`src/rtl/desc_walker_pkg.sv`:
```
package desc_walker_pkg;
    localparam int WORD_W     = 32;
    localparam int OWN_BIT    = 31;
    localparam int RING_END   = 25;
    localparam int LINK_BIT   = 24;
    localparam int SZ_W       = 11;
    localparam int SZ1_LSB    = 0;
    localparam int SZ2_LSB    = 11;
    localparam int DESC_BYTES = 16;

    typedef enum logic [3:0] {
        W_IDLE, W_RD_STAT, W_RD_CTRL, W_RD_PTR1, W_RD_PTR2,
        W_OFFER1, W_OFFER2, W_WBACK, W_STALL
    } wstate_e;
endpackage

```
`src/rtl/desc_next_addr.sv`:
```
module desc_next_addr
    import desc_walker_pkg::*;
#(
    parameter int ADDR_W = 32
) (
    input  logic [ADDR_W-1:0] cur_addr,
    input  logic [ADDR_W-1:0] base_addr,
    input  logic [ADDR_W-1:0] link_addr,
    input  logic              ring_end,
    input  logic              linked,
    output logic [ADDR_W-1:0] next_addr
);
    localparam logic [ADDR_W-1:0] STRIDE = ADDR_W'(DESC_BYTES);

    always_comb begin
        if (ring_end)    next_addr = base_addr;
        else if (linked) next_addr = link_addr;
        else             next_addr = cur_addr + STRIDE;
    end
endmodule

```
`src/rtl/desc_slot_gate.sv`:
```
module desc_slot_gate
    import desc_walker_pkg::*;
(
    input  logic [SZ_W-1:0] size1,
    input  logic [SZ_W-1:0] size2,
    input  logic            ring_end,
    input  logic            linked,
    output logic            use1,
    output logic            use2
);
    always_comb begin
        use1 = (size1 != '0);
        use2 = (size2 != '0) && (ring_end || !linked);
    end
endmodule

```
`src/rtl/desc_walker.sv`:
```
module desc_walker
    import desc_walker_pkg::*;
#(
    parameter int ADDR_W = 32
) (
    input  logic              clk,
    input  logic              rst_n,
    input  logic [ADDR_W-1:0] list_base,
    input  logic              start,
    output logic              mem_req,
    output logic              mem_we,
    output logic [ADDR_W-1:0] mem_addr,
    output logic [WORD_W-1:0] mem_wdata,
    input  logic              mem_rvalid,
    input  logic [WORD_W-1:0] mem_rdata,
    output logic              buf_valid,
    output logic [ADDR_W-1:0] buf_addr,
    output logic [SZ_W-1:0]   buf_size,
    input  logic              buf_ready,
    output logic              stalled,
    output logic              align_err
);
    localparam logic [ADDR_W-1:0] OFS_CTRL = ADDR_W'(4);
    localparam logic [ADDR_W-1:0] OFS_PTR1 = ADDR_W'(8);
    localparam logic [ADDR_W-1:0] OFS_PTR2 = ADDR_W'(12);

    typedef struct packed {
        wstate_e           st;
        logic [ADDR_W-1:0] cur;
        logic [ADDR_W-1:0] base;
        logic [WORD_W-1:0] stat;
        logic              ring_end;
        logic              linked;
        logic [SZ_W-1:0]   size1;
        logic [SZ_W-1:0]   size2;
        logic [ADDR_W-1:0] ptr1;
        logic [ADDR_W-1:0] ptr2;
        logic              aerr;
    } walk_t;

    walk_t             walk_d, walk_q;
    logic [ADDR_W-1:0] next_addr_d;
    logic              use1_d, use2_d;

    desc_next_addr #(.ADDR_W(ADDR_W)) u_next (
        .cur_addr  (walk_q.cur),
        .base_addr (walk_q.base),
        .link_addr (walk_q.ptr2),
        .ring_end  (walk_q.ring_end),
        .linked    (walk_q.linked),
        .next_addr (next_addr_d)
    );

    desc_slot_gate u_gate (
        .size1    (walk_q.size1),
        .size2    (walk_q.size2),
        .ring_end (walk_q.ring_end),
        .linked   (walk_q.linked),
        .use1     (use1_d),
        .use2     (use2_d)
    );

    always_comb begin
        walk_d    = walk_q;
        mem_req   = 1'b0;
        mem_we    = 1'b0;
        mem_addr  = walk_q.cur;
        mem_wdata = walk_q.stat;
        mem_wdata[OWN_BIT] = 1'b0;
        buf_valid = 1'b0;
        buf_addr  = walk_q.ptr1;
        buf_size  = walk_q.size1;

        unique case (walk_q.st)
            W_IDLE: begin
                if (start) begin
                    if (list_base[1:0] != 2'b00) begin
                        walk_d.aerr = 1'b1;
                    end else begin
                        walk_d.aerr = 1'b0;
                        walk_d.base = list_base;
                        walk_d.cur  = list_base;
                        walk_d.st   = W_RD_STAT;
                    end
                end
            end
            W_RD_STAT: begin
                mem_req = 1'b1;
                if (mem_rvalid) begin
                    walk_d.stat = mem_rdata;
                    walk_d.st   = mem_rdata[OWN_BIT] ? W_RD_CTRL : W_STALL;
                end
            end
            W_RD_CTRL: begin
                mem_req  = 1'b1;
                mem_addr = walk_q.cur + OFS_CTRL;
                if (mem_rvalid) begin
                    walk_d.ring_end = mem_rdata[RING_END];
                    walk_d.linked   = mem_rdata[LINK_BIT];
                    walk_d.size1    = mem_rdata[SZ1_LSB +: SZ_W];
                    walk_d.size2    = mem_rdata[SZ2_LSB +: SZ_W];
                    walk_d.st       = W_RD_PTR1;
                end
            end
            W_RD_PTR1: begin
                mem_req  = 1'b1;
                mem_addr = walk_q.cur + OFS_PTR1;
                if (mem_rvalid) begin
                    walk_d.ptr1 = mem_rdata[ADDR_W-1:0];
                    walk_d.st   = W_RD_PTR2;
                end
            end
            W_RD_PTR2: begin
                mem_req  = 1'b1;
                mem_addr = walk_q.cur + OFS_PTR2;
                if (mem_rvalid) begin
                    walk_d.ptr2 = mem_rdata[ADDR_W-1:0];
                    walk_d.st   = W_OFFER1;
                end
            end
            W_OFFER1: begin
                buf_valid = use1_d;
                if (!use1_d || buf_ready) walk_d.st = W_OFFER2;
            end
            W_OFFER2: begin
                buf_valid = use2_d;
                buf_addr  = walk_q.ptr2;
                buf_size  = walk_q.size2;
                if (!use2_d || buf_ready) walk_d.st = W_WBACK;
            end
            W_WBACK: begin
                mem_req = 1'b1;
                mem_we  = 1'b1;
                if (mem_rvalid) begin
                    walk_d.cur = next_addr_d;
                    walk_d.st  = W_RD_STAT;
                end
            end
            W_STALL: begin
                if (start) walk_d.st = W_RD_STAT;
            end
            default: walk_d.st = W_IDLE;
        endcase
    end

    always_ff @(posedge clk or negedge rst_n) begin
        if (!rst_n) walk_q <= '0;
        else        walk_q <= walk_d;
    end

    assign stalled   = (walk_q.st == W_STALL);
    assign align_err = walk_q.aerr;
endmodule

```
`config.mk`:
```
export PLATFORM = sky130hd
export DESIGN_NAME = desc_walker
export DESIGN_NICKNAME = d
export VERILOG_FILES = /design/src/rtl/desc_walker_pkg.sv /design/src/rtl/desc_next_addr.sv /design/src/rtl/desc_slot_gate.sv /design/src/rtl/desc_walker.sv
export SDC_FILE = /design/constraint.sdc
export NUM_CORES = 1
export LEC_CHECK = 0
export BUFFER_PORTS_ARGS = -buffer_cell sky130_fd_sc_hd__buf_2
export CAP_MARGIN = 20
export CELL_PAD_IN_SITES_DETAIL_PLACEMENT = 2
export CELL_PAD_IN_SITES_GLOBAL_PLACEMENT = 2
export CORE_UTILIZATION = 39
export DETAILED_ROUTE_END_ITERATION = 6
export HOLD_SLACK_MARGIN = 0.03
export PLACE_DENSITY = 0.95
export SLEW_MARGIN = 20
export SYNTH_ARGS = -nofsm -noshare
export SYNTH_HDL_FRONTEND = slang
export SYNTH_SLANG_ARGS = --single-unit
```
`constraint.sdc`:
```
create_clock -name clk -period 4.8 [get_ports clk]
set_clock_uncertainty 0.15 [all_clocks]
set_input_delay 0.24 -clock clk [delete_from_list [all_inputs] [get_ports clk]]
set_output_delay 0.24 -clock clk [all_outputs]
set_load 0.005 [all_outputs]
```
==> results.json, run 1 <==
{
  "grt_pass1_wl_um": 75200,
  "rr_worst_depth": 8,
  "path_cells": "ha_1, nand4_1, nor4_1, o211ai_1, xnor2_1, buf_2",
  "die_w_um": 166,
  "postSynthAreaPerCell_um2": 10.4,
  "r2r_slack_ns": 1.34,
  "routed_wl_um": 51000,
  "synth_edf_count": 0,
  "slew_headroom": 0.248,
  "holdPathStages": 3,
  "cts_buffers": 17,
  "cp_slowest_stage_delay_ns": 0.93,
  "ys_warn_count": 0,
  "crit_arrival_ns": 3.34,
  "ctsRootBufferMaster": "clkbuf_16",
  "core-area_um2": 26100,
  "min_to": "walk_q[185]$_DFFE_PN0P_",
  "max_freq_mhz": 268,
  "routed.top_layer": "met4",
  "drtIter0Drc": 969,
  "ant_nets": 0,
  "antenna_found_initial": 1,
  "drt-met1-wl_um": 18700,
  "syn_inst": 1001,
  "drv_slew": 0,
  "endpoint_kind": "output port",
  "ys.flop_type": "dfrtp_1",
  "clk_path_buf_depth": 2,
  "mappedNetlistNets": 1073,
  "outcome": "finished, violations left",
  "dp_hpwl_um": 28000,
  "post_drt_wl_per_cell_um": 33.5,
  "violations": "design-rule violations",
  "die_h_um": 166,
  "fin_util": 0.480,
  "cts_tree": "yes",
  "worstSkewPairLatency_ns": 0.47,
  "grt_usage": 0.383,
  "rows": 59,
  "finalHoldViolCount": 0,
  "worstPathBufferInverterCount": 1,
  "async_flop_share": 1.00,
  "cts_resized": 0,
  "r2r-end": "walk_q[154]$_DFFE_PN0P_",
  "slowest_stage": "nor4_1",
  "io_pins": 181,
  "startpoint_type": "register",
  "first_pass_iters": 7,
  "path_class": "reg -> out",
  "vias": 9951,
  "dieArea_um2": 27400,
  "cts.reportedPaths.clkPinSlew_ns": 0.09,
  "powerDensity_nw_per_um2": 695,
  "worst_slew_pin_slew_ns": 1.12,
  "drive_gt1_frac": 0.335,
  "wl_met3_um": 4310,
  "worstPathMaxFanout": 9,
  "vias_per_cell": 6.54,
  "irDropWorstVdd_mv": 0.485,
  "setup_viol": 0,
  "grt_pass1_vias": 10800,
  "area_delta_synth_final_pct": 20.1,
  "synth_cell_types": 79,
  "p_leak_nw": 5.64,
  "grt_setup_unrepaired": "no",
  "period_minus_slack_ns": 3.73,
  "crit_family": "simple AND/OR/NAND/NOR gates",
  "gp_congestion": 0.873,
  "routed-wl-met2_um": 25300,
  "required_ns": 4.41,
  "grt.overflow.total": 0,
  "drc_errors": 14,
  "cts_max_level": 4,
  "ys_seq_area_frac": 0.451,
  "worstReg2RegStart": "walk_q[188]$_DFFE_PN0P_",
  "final_nets": 1244,
  "syn_area_um2": 10400,
  "hold_path.startpoint": "buf_ready",
  "cts_sinks": 188,
  "final.period_utilization": 0.777,
  "grt_max_degree": 112,
  "finalSetupTns_ns": 0,
  "portBuffers": 179,
  "start_util": 0.399,
  "ys_seq_elements": 188,
  "hold_class": "in -> reg",
  "maxCapViolCount": 0
}
==> what timing repair did <==
action,4_1_cts,5_1_grt
hold buffers,65,0
buffers inserted,0,0
hold endpoints to repair,242,0
==> flip-flops by register name (all words and copies together), names as in the netlist <==
| signal | flops |
|---|---|
| mem_wdata | 31 |
| align_err | 1 |
| walk_q | 156 |
==> per-layer routing <==
| metal | vias up | global-route usage |
|---|---|---|
| met2 | 656 | 0.648 |
| met5 | - | 0 |
| met3 | 180 | 0.0854 |
| li1 | 3939 | - |
| met4 | 0 | 0.209 |
| met1 | 5176 | 0.451 |
==> worst max-delay path by stage <==
stage	from	end	slack, ns	cells past startpoint
after floorplan	walk_q[185]$_DFFE_PN0P_	mem_addr[18]	2.35	9
after global placement	walk_q[185]$_DFFE_PN0P_	mem_addr[28]	1.77	8
after detailed placement	walk_q[186]$_DFFE_PN0P_	mem_addr[28]	1.69	8
after CTS	walk_q[185]$_DFFE_PN0P_	mem_addr[28]	1.20	8
after global routing	walk_q[186]$_DFFE_PN0P_	mem_addr[24]	0.94	8
final	walk_q[157]$_DFFE_PN0P_	mem_addr[20]	1.07	6
==> layout by cell type, fill, tap and decap left out, types with 13 or more instances in the layout <==
cell type	instances
o31ai_1	13
mux2_1	19
nor3_1	20
buf_4	15
nor2_1	46
clkbuf_16	17
dfrtp_1	188
mux2_2	144
a221oi_1	16
dlygate4sd3_1	65
buf_2	178
a21oi_1	49
inv_1	15
o21ai_0	27
nand2_1	131
nand3_1	24
xnor2_1	15
xor2_1	14
==> synth_stat cells (all sizes together) (6+ instances only) <==
master / instances / area [um^2]
a211oi: 9 / 77.6
a21oi: 50 / 250
a221o: 9 / 90.1
a221oi: 16 / 140
a22oi: 8 / 60.1
a31oi: 9 / 56.3
and2: 7 / 45.1
and3: 8 / 50.1
buf: 77 / 521
clkbuf: 30 / 114
dfrtp: 188 / 4700
inv: 16 / 60.1
mux2: 163 / 1840
nand2: 131 / 492
nand3: 25 / 138
nand4: 13 / 109
nor2: 47 / 179
nor3: 20 / 100
nor4: 15 / 151
o211ai: 6 / 45.0
o21ai: 34 / 170
o22ai: 7 / 43.8
o31a: 7 / 61.3
o31ai: 13 / 97.6
xnor2: 15 / 131
xor2: 14 / 123
==> worst min-delay path, stage by stage <==
cell	delay, ns
buf_2	0.11
o211a_1	0.16
a211o_1	0.10
==> power by group <==
group | switching [mW] | total (mW) | internal, mW
Clock | 0.850 | 1.57 | 0.722
Sequential | 1.08 | 3.42 | 2.33
Combinational | 2.11 | 3.72 | 1.60
Total | 4.05 | 8.71 | 4.66
==> logic make-up (layout without fill, tap and decap cells) <==
| kind of cell | count (synthesis) | count (layout) | synth area share |
|---|---|---|---|
| AO/OA/AOI/OAI | 202 | 202 | 0.135 |
| XOR/XNOR | 29 | 29 | 0.0243 |
| adder cells (fa/ha/maj) | 4 | 4 | 0.00456 |
| buffers and inverters | 124 | 308 | 0.0674 |
| flip-flops | 188 | 188 | 0.451 |
| multiplexers | 168 | 168 | 0.181 |
| other | 1 | 2 | 0.000359 |
| AND/OR/NAND/NOR | 285 | 285 | 0.136 |
==> layout make-up <==
class | instances | area, um^2
multi-input combinational | 689 | 5050
fill | 2697 | 13600
inverter | 16 | 60.1
clock buffer | 18 | 439
timing repair buffer | 260 | 1690
sequential | 188 | 4700
antenna | 1 | 2.50
clock inverter | 14 | 169
tap | 335 | 419
==> through the flow <==
| stage | instances | worst slack, ns | power, mW | hold slack, ns | area [um^2] |
|---|---|---|---|---|---|
| 2_1_floorplan | 1001 | 2.35 | 5.17 | -0.206 | 10400 |
| 3_3_place_gp | 1423 | 1.77 | 6.14 | 0.158 | 11300 |
| 3_5_place_dp | 1423 | 1.69 | 6.49 | 0.162 | 11300 |
| 4_1_cts | 1520 | 1.20 | 8.25 | 0.0375 | 12500 |
| 5_1_grt | 1521 | 0.937 | 8.95 | 0.0447 | 12500 |
| 6_report | 1521 | 1.07 | 8.71 | 0.0279 | 12500 |
(Power assumes the default switching activity.)
==> inputs of run 2 (changes only) <==
Settings changed: CORE_UTILIZATION 39 to 33, PLACE_DENSITY 0.95 to 0.87.
Clock period 4.8 ns to 3.05 ns, I/O delays scaled along.
==> run 2 against run 1 <==
- the flow still finishes with violations (design-rule violations)
- worst hold slack improved by 0.13 ns
- global-route usage decreased by 11 points
- first-iteration DRC count fell by 42%
- highest routed layer is now met5
- count of clock-buffer cells in the layout up 3
- via count down 7.4%
- clock power up 64%
- critical path type unchanged
- sequential power rose by 46%
- die area rose by 18%
- register-to-register slack worse by 0.90 ns
==> results.json, run 2 (synthesized netlist as in run 1, its figures left out) <==
{
  "cts.reportedPaths.clkPinSlew_ns": 0.08,
  "period_minus_slack_ns": 2.95,
  "grt_pass1_wl_um": 66500,
  "required_ns": 2.75,
  "irDropWorstVdd_mv": 0.588,
  "final_nets": 1276,
  "powerDensity_nw_per_um2": 1030,
  "die_h_um": 180,
  "cts_tree": "yes",
  "drive_gt1_frac": 0.360,
  "gp_congestion": 0.918,
  "cts_sinks": 188,
  "violations": "design-rule violations",
  "max_freq_mhz": 339,
  "dp_cells": 1510,
  "worst_slew_pin_slew_ns": 0.877,
  "worstPathBufferInverterCount": 2,
  "hold_class": "in -> async",
  "drc_errors": 9,
  "finalHoldViolCount": 0,
  "final_common_cell": "dfrtp_1",
  "grt_max_degree": 84,
  "slowest_stage": "dfrtp_1",
  "io_pins": 181,
  "vias": 9210,
  "p_leak_nw": 5.85,
  "dieArea_um2": 32300,
  "layout_common_cells": "185 x dfrtp_1, 178 x buf_2, 144 x mux2_2",
  "r2r-end": "walk_q[175]$_DFFE_PN0P_",
  "path_cells": "ha_2, nand2_1, nor4_2, buf_4, nand3_1, or3_1, nand2_1, buf_2",
  "rr_worst_depth": 8,
  "grt.overflow.total": 0,
  "start_util": 0.338,
  "endpoint_kind": "output port",
  "core-area_um2": 30800,
  "first_pass_iters": 7,
  "maxCapViolCount": 0,
  "portBuffers": 179,
  "clk_path_buf_depth": 2,
  "final.period_utilization": 0.967,
  "largest_reg_flops": 156,
  "cp_common_cell": "nand2_1",
  "area_delta_synth_final_pct": 24.3,
  "worstPathMaxFanout": 11,
  "crit_family": "simple AND/OR/NAND/NOR gates",
  "routed_wl_um": 43100,
  "r2r_slack_ns": 0.44,
  "die_w_um": 180,
  "vias_per_cell": 5.71,
  "path_class": "reg -> out",
  "grt_usage": 0.271,
  "startpoint_type": "register",
  "drtIter0Drc": 566,
  "rows": 64,
  "ctsRootBufferMaster": "clkbuf_16",
  "crit_arrival_ns": 2.65,
  "finalSetupTns_ns": 0,
  "top_register": "walk_q",
  "finalPower_mw": 13.3,
  "setup_viol": 0,
  "stdcell_count": 1613,
  "slew_headroom": 0.412,
  "antenna_found_initial": 1,
  "post_drt_wl_per_cell_um": 26.7,
  "worstSkewPairLatency_ns": 0.44,
  "outcome": "finished, violations left",
  "worstReg2RegStart": "walk_q[187]$_DFFE_PN0P_",
  "cts_buffers": 17,
  "num_antenna_cells": 0,
  "dp_hpwl_um": 28500,
  "drv_slew": 0,
  "grt_pass1_vias": 10300,
  "cp_slowest_stage_delay_ns": 0.50,
  "ant_nets": 0,
  "cts_max_level": 4
}
-- run 2: area by class of cell --
cell class                 count  area, um^2
clock buffer                  21         480
clock inverter                11         181
fill                        3238       17900
inverter                      16        60.1
multi-input combinational    689        5100
sequential                   188        4710
tap                          396         495
timing repair buffer         292        1950
-- run 2: timing repair --
item | 4_1_cts | 5_1_grt
setup buffers | 0 | 4
hold endpoints to repair | 256 | 0
setup endpoints to repair | 8 | 17
pin swaps | 0 | 3
cloned | 0 | 0
hold buffers | 67 | 0
gates resized for setup | 4 | 11
-- run 2: worst register-to-register path, stage by stage, from the launching register on --
cell and delay (ns):
dfrtp_1 0.45, buf_4 0.23, nor2b_1 0.23, nand3_1 0.15
inv_2 0.09, nand2_1 0.30, a221oi_1 0.51, a21oi_1 0.14
o221a_2 0.26
-- run 2: where the power goes --
part / switching, mW / internal [mW] / leakage (nW) / total, mW
Clock: 1.10 / 1.48 / 0.318 / 2.57
Sequential: 1.31 / 3.69 / 2.31 / 5.00
Combinational: 3.13 / 2.63 / 3.22 / 5.76
-- run 2: metal layers --
layer | track usage | up-vias | wire length [um] | share of wire
met5 | 0 | - | 8 | 0.00019
met4 | 0.113 | 2 | 1590 | 0.037
met3 | 0.0470 | 78 | 1930 | 0.045
met2 | 0.462 | 316 | 21300 | 0.49
met1 | 0.337 | 4811 | 18300 | 0.42
li1 | - | 4003 | - | -
-- run 2: stage by stage --
stage          instance area [um^2]  setup WS (ns)  hold slack, ns   util
3_5_place_dp                  11600          0.356           0.109  0.375
3_3_place_gp                  11600          0.464           0.106  0.375
6_report                      13000         0.0996           0.156  0.421
5_1_grt                       13000        -0.0353           0.208  0.421
4_1_cts                       12900        0.00885           0.194  0.418
2_1_floorplan                 10400          0.683          -0.293      -
-- run 2: worst max-delay path by stage --
stage | depth (start not counted) | slack [ns] | to | startpoint
CTS | 7 | 0.009 | mem_addr[31] | walk_q[186]$_DFFE_PN0P_
floorplan | 9 | 0.68 | mem_addr[18] | walk_q[185]$_DFFE_PN0P_
detailed placement | 7 | 0.36 | mem_addr[27] | walk_q[157]$_DFFE_PN0P_
global placement | 8 | 0.46 | mem_addr[18] | walk_q[186]$_DFFE_PN0P_
global route | 7 | -0.04 | mem_addr[27] | walk_q[161]$_DFFE_PN0P_
finish | 8 | 0.1 | mem_addr[18] | walk_q[158]$_DFFE_PN0P_
==> inputs of run 3 (changes only) <==
Settings changed: MAX_ROUTING_LAYER set to met4.
==> run 3 against run 2 <==
- the run still ends with design-rule violations left
- count of clock-buffer cells in the layout decreased by 1
- global-route usage grew 0.29 points
- fmax rose by 1.1%
- utilization is 0.26 points lower
- sequential share of layout area grew 0.26 points
- first-iteration DRC count rose by 8.8%
- cell count fell by 0.12%
- highest routed layer is now met4
==> results.json, run 3 (synthesized netlist as in run 1, its figures left out) <==
{
  "outcome": "finished, violations left",
  "violations": "design-rule violations",
  "worst_slew_pin_slew_ns": 0.880,
  "crit_family": "simple AND/OR/NAND/NOR gates",
  "cp_slowest_stage_delay_ns": 0.49,
  "drive_gt1_frac": 0.362,
  "worstPathBufferInverterCount": 1,
  "powerDensity_nw_per_um2": 1010,
  "stdcell_count": 1611,
  "start_util": 0.338,
  "placed_area_um2": 11600,
  "grt_pass1_vias": 10300,
  "antenna_found_initial": 0,
  "crit_arrival_ns": 2.62,
  "slew_headroom": 0.411,
  "drv_slew": 0,
  "rows": 64,
  "die_w_um": 180,
  "p_leak_nw": 5.75,
  "top_register": "walk_q",
  "grt.overflow.total": 0,
  "ant_nets": 0,
  "final.period_utilization": 0.957,
  "pre_cts_ws_ns": 0.332,
  "cts_tree": "yes",
  "final_common_cell": "dfrtp_1",
  "worstPathMaxFanout": 9,
  "setup_viol": 0,
  "ctsRootBufferMaster": "clkbuf_16",
  "vias": 9156,
  "final_cell_area_um2": 12900,
  "largest_reg_flops": 156,
  "cts_sinks": 188,
  "dp_hpwl_um": 29100,
  "path_depth": 8,
  "drc_errors": 9,
  "grt_pass1_wl_um": 65300,
  "area_delta_synth_final_pct": 23.6,
  "first_pass_iters": 7,
  "startpoint_type": "register",
  "path_class": "reg -> out",
  "core-area_um2": 30800,
  "setup_ws_ns": 0.130,
  "grt_usage": 0.274,
  "maxCapViolCount": 0,
  "grt_max_degree": 76,
  "cts.reportedPaths.clkPinSlew_ns": 0.08,
  "worstSkewPairLatency_ns": 0.46,
  "drtIter0Drc": 616,
  "vias_per_cell": 5.68,
  "io_pins": 181,
  "final_nets": 1274,
  "cts_buffers": 17,
  "post_drt_wl_per_cell_um": 26.3,
  "routed_wl_um": 42400,
  "dieArea_um2": 32300,
  "cp_common_cell": "xor2_1",
  "max_freq_mhz": 343,
  "slowest_stage": "dfrtp_2",
  "clk_path_buf_depth": 2,
  "die_h_um": 180,
  "irDropWorstVdd_mv": 0.427,
  "gp_congestion": 0.930,
  "cts_max_level": 4,
  "portBuffers": 179,
  "required_ns": 2.75,
  "period_minus_slack_ns": 2.92,
  "num_antenna_cells": 0,
  "endpoint_kind": "output port",
  "layout_common_cells": "181 x dfrtp_1, 178 x buf_2, 144 x mux2_2",
  "hold_class": "in -> async",
  "rr_worst_depth": 4,
  "finalHoldViolCount": 0,
  "hold_ws_ns": 0.152,
  "grt_setup_unrepaired": "yes",
  "path_cells": "nor4b_4, xor2_1, ha_1, a21o_4, a21oi_1, nor3_1, xor2_1, buf_2",
  "dp_cells": 1511
}
==> run 3: cell type report <==
class                   count  area, um^2
inverters                  16        60.1
multi-input cells         689        5100
well taps                 396         495
clock inverters            12         114
clock buffers              20         457
flip-flops and latches    188        4710
repair buffers            290        1960
fillers                  3230       17900
==> run 3: path summary, 6_finish.rpt <==
check / endpoint / slack [ns] / start
worst min register to register: walk_q[135]$_DFFE_PN0P_ / 0.34 / walk_q[135]$_DFFE_PN0P_
worst min-delay path: walk_q[73]$_DFFE_PN0P_ / 0.15 / rst_n
worst max register to register: walk_q[154]$_DFFE_PN0P_ / 0.49 / walk_q[88]$_DFFE_PN0P_
max in group asynchronous: mem_wdata[19]$_DFFE_PN0P_ / 1.76 / rst_n
min in group clk: walk_q[186]$_DFFE_PN0P_ / 0.22 / list_base[1]
worst max-delay path: mem_addr[10] / 0.13 / walk_q[186]$_DFFE_PN0P_
==> run 3: power by group <==
part | switching [mW] | internal, mW
logic | 3.11 | 2.68
clock network | 1.07 | 1.17
registers | 1.31 | 3.69
==> run 3: routing by layer <==
layer | global-route usage | vias up | wire (um)
met5 | - | - | 0
met4 | 0.0879 | 0 | 1100
met3 | 0.0452 | 72 | 1860
met2 | 0.459 | 268 | 21300
met1 | 0.334 | 4822 | 18100
li1 | - | 3994 | -
==> run 3: timing repair <==
action,CTS,global route
setup buffers,1,0
endpoints found under the setup margin,11,18
pin swaps,1,1
hold endpoints to repair,252,0
gates resized for setup,6,12
hold buffers,67,0
==> run 3: stage by stage <==
step / setup TNS (ns) / power [mW] / util
6_report: 0 / 13.0 / 0.418
3_3_place_gp: 0 / 10.0 / 0.376
3_5_place_dp: 0 / 10.5 / 0.376
5_1_grt: -0.0671 / 13.7 / 0.418
4_1_cts: 0 / 12.9 / 0.417
2_1_floorplan: 0 / 8.13 / -
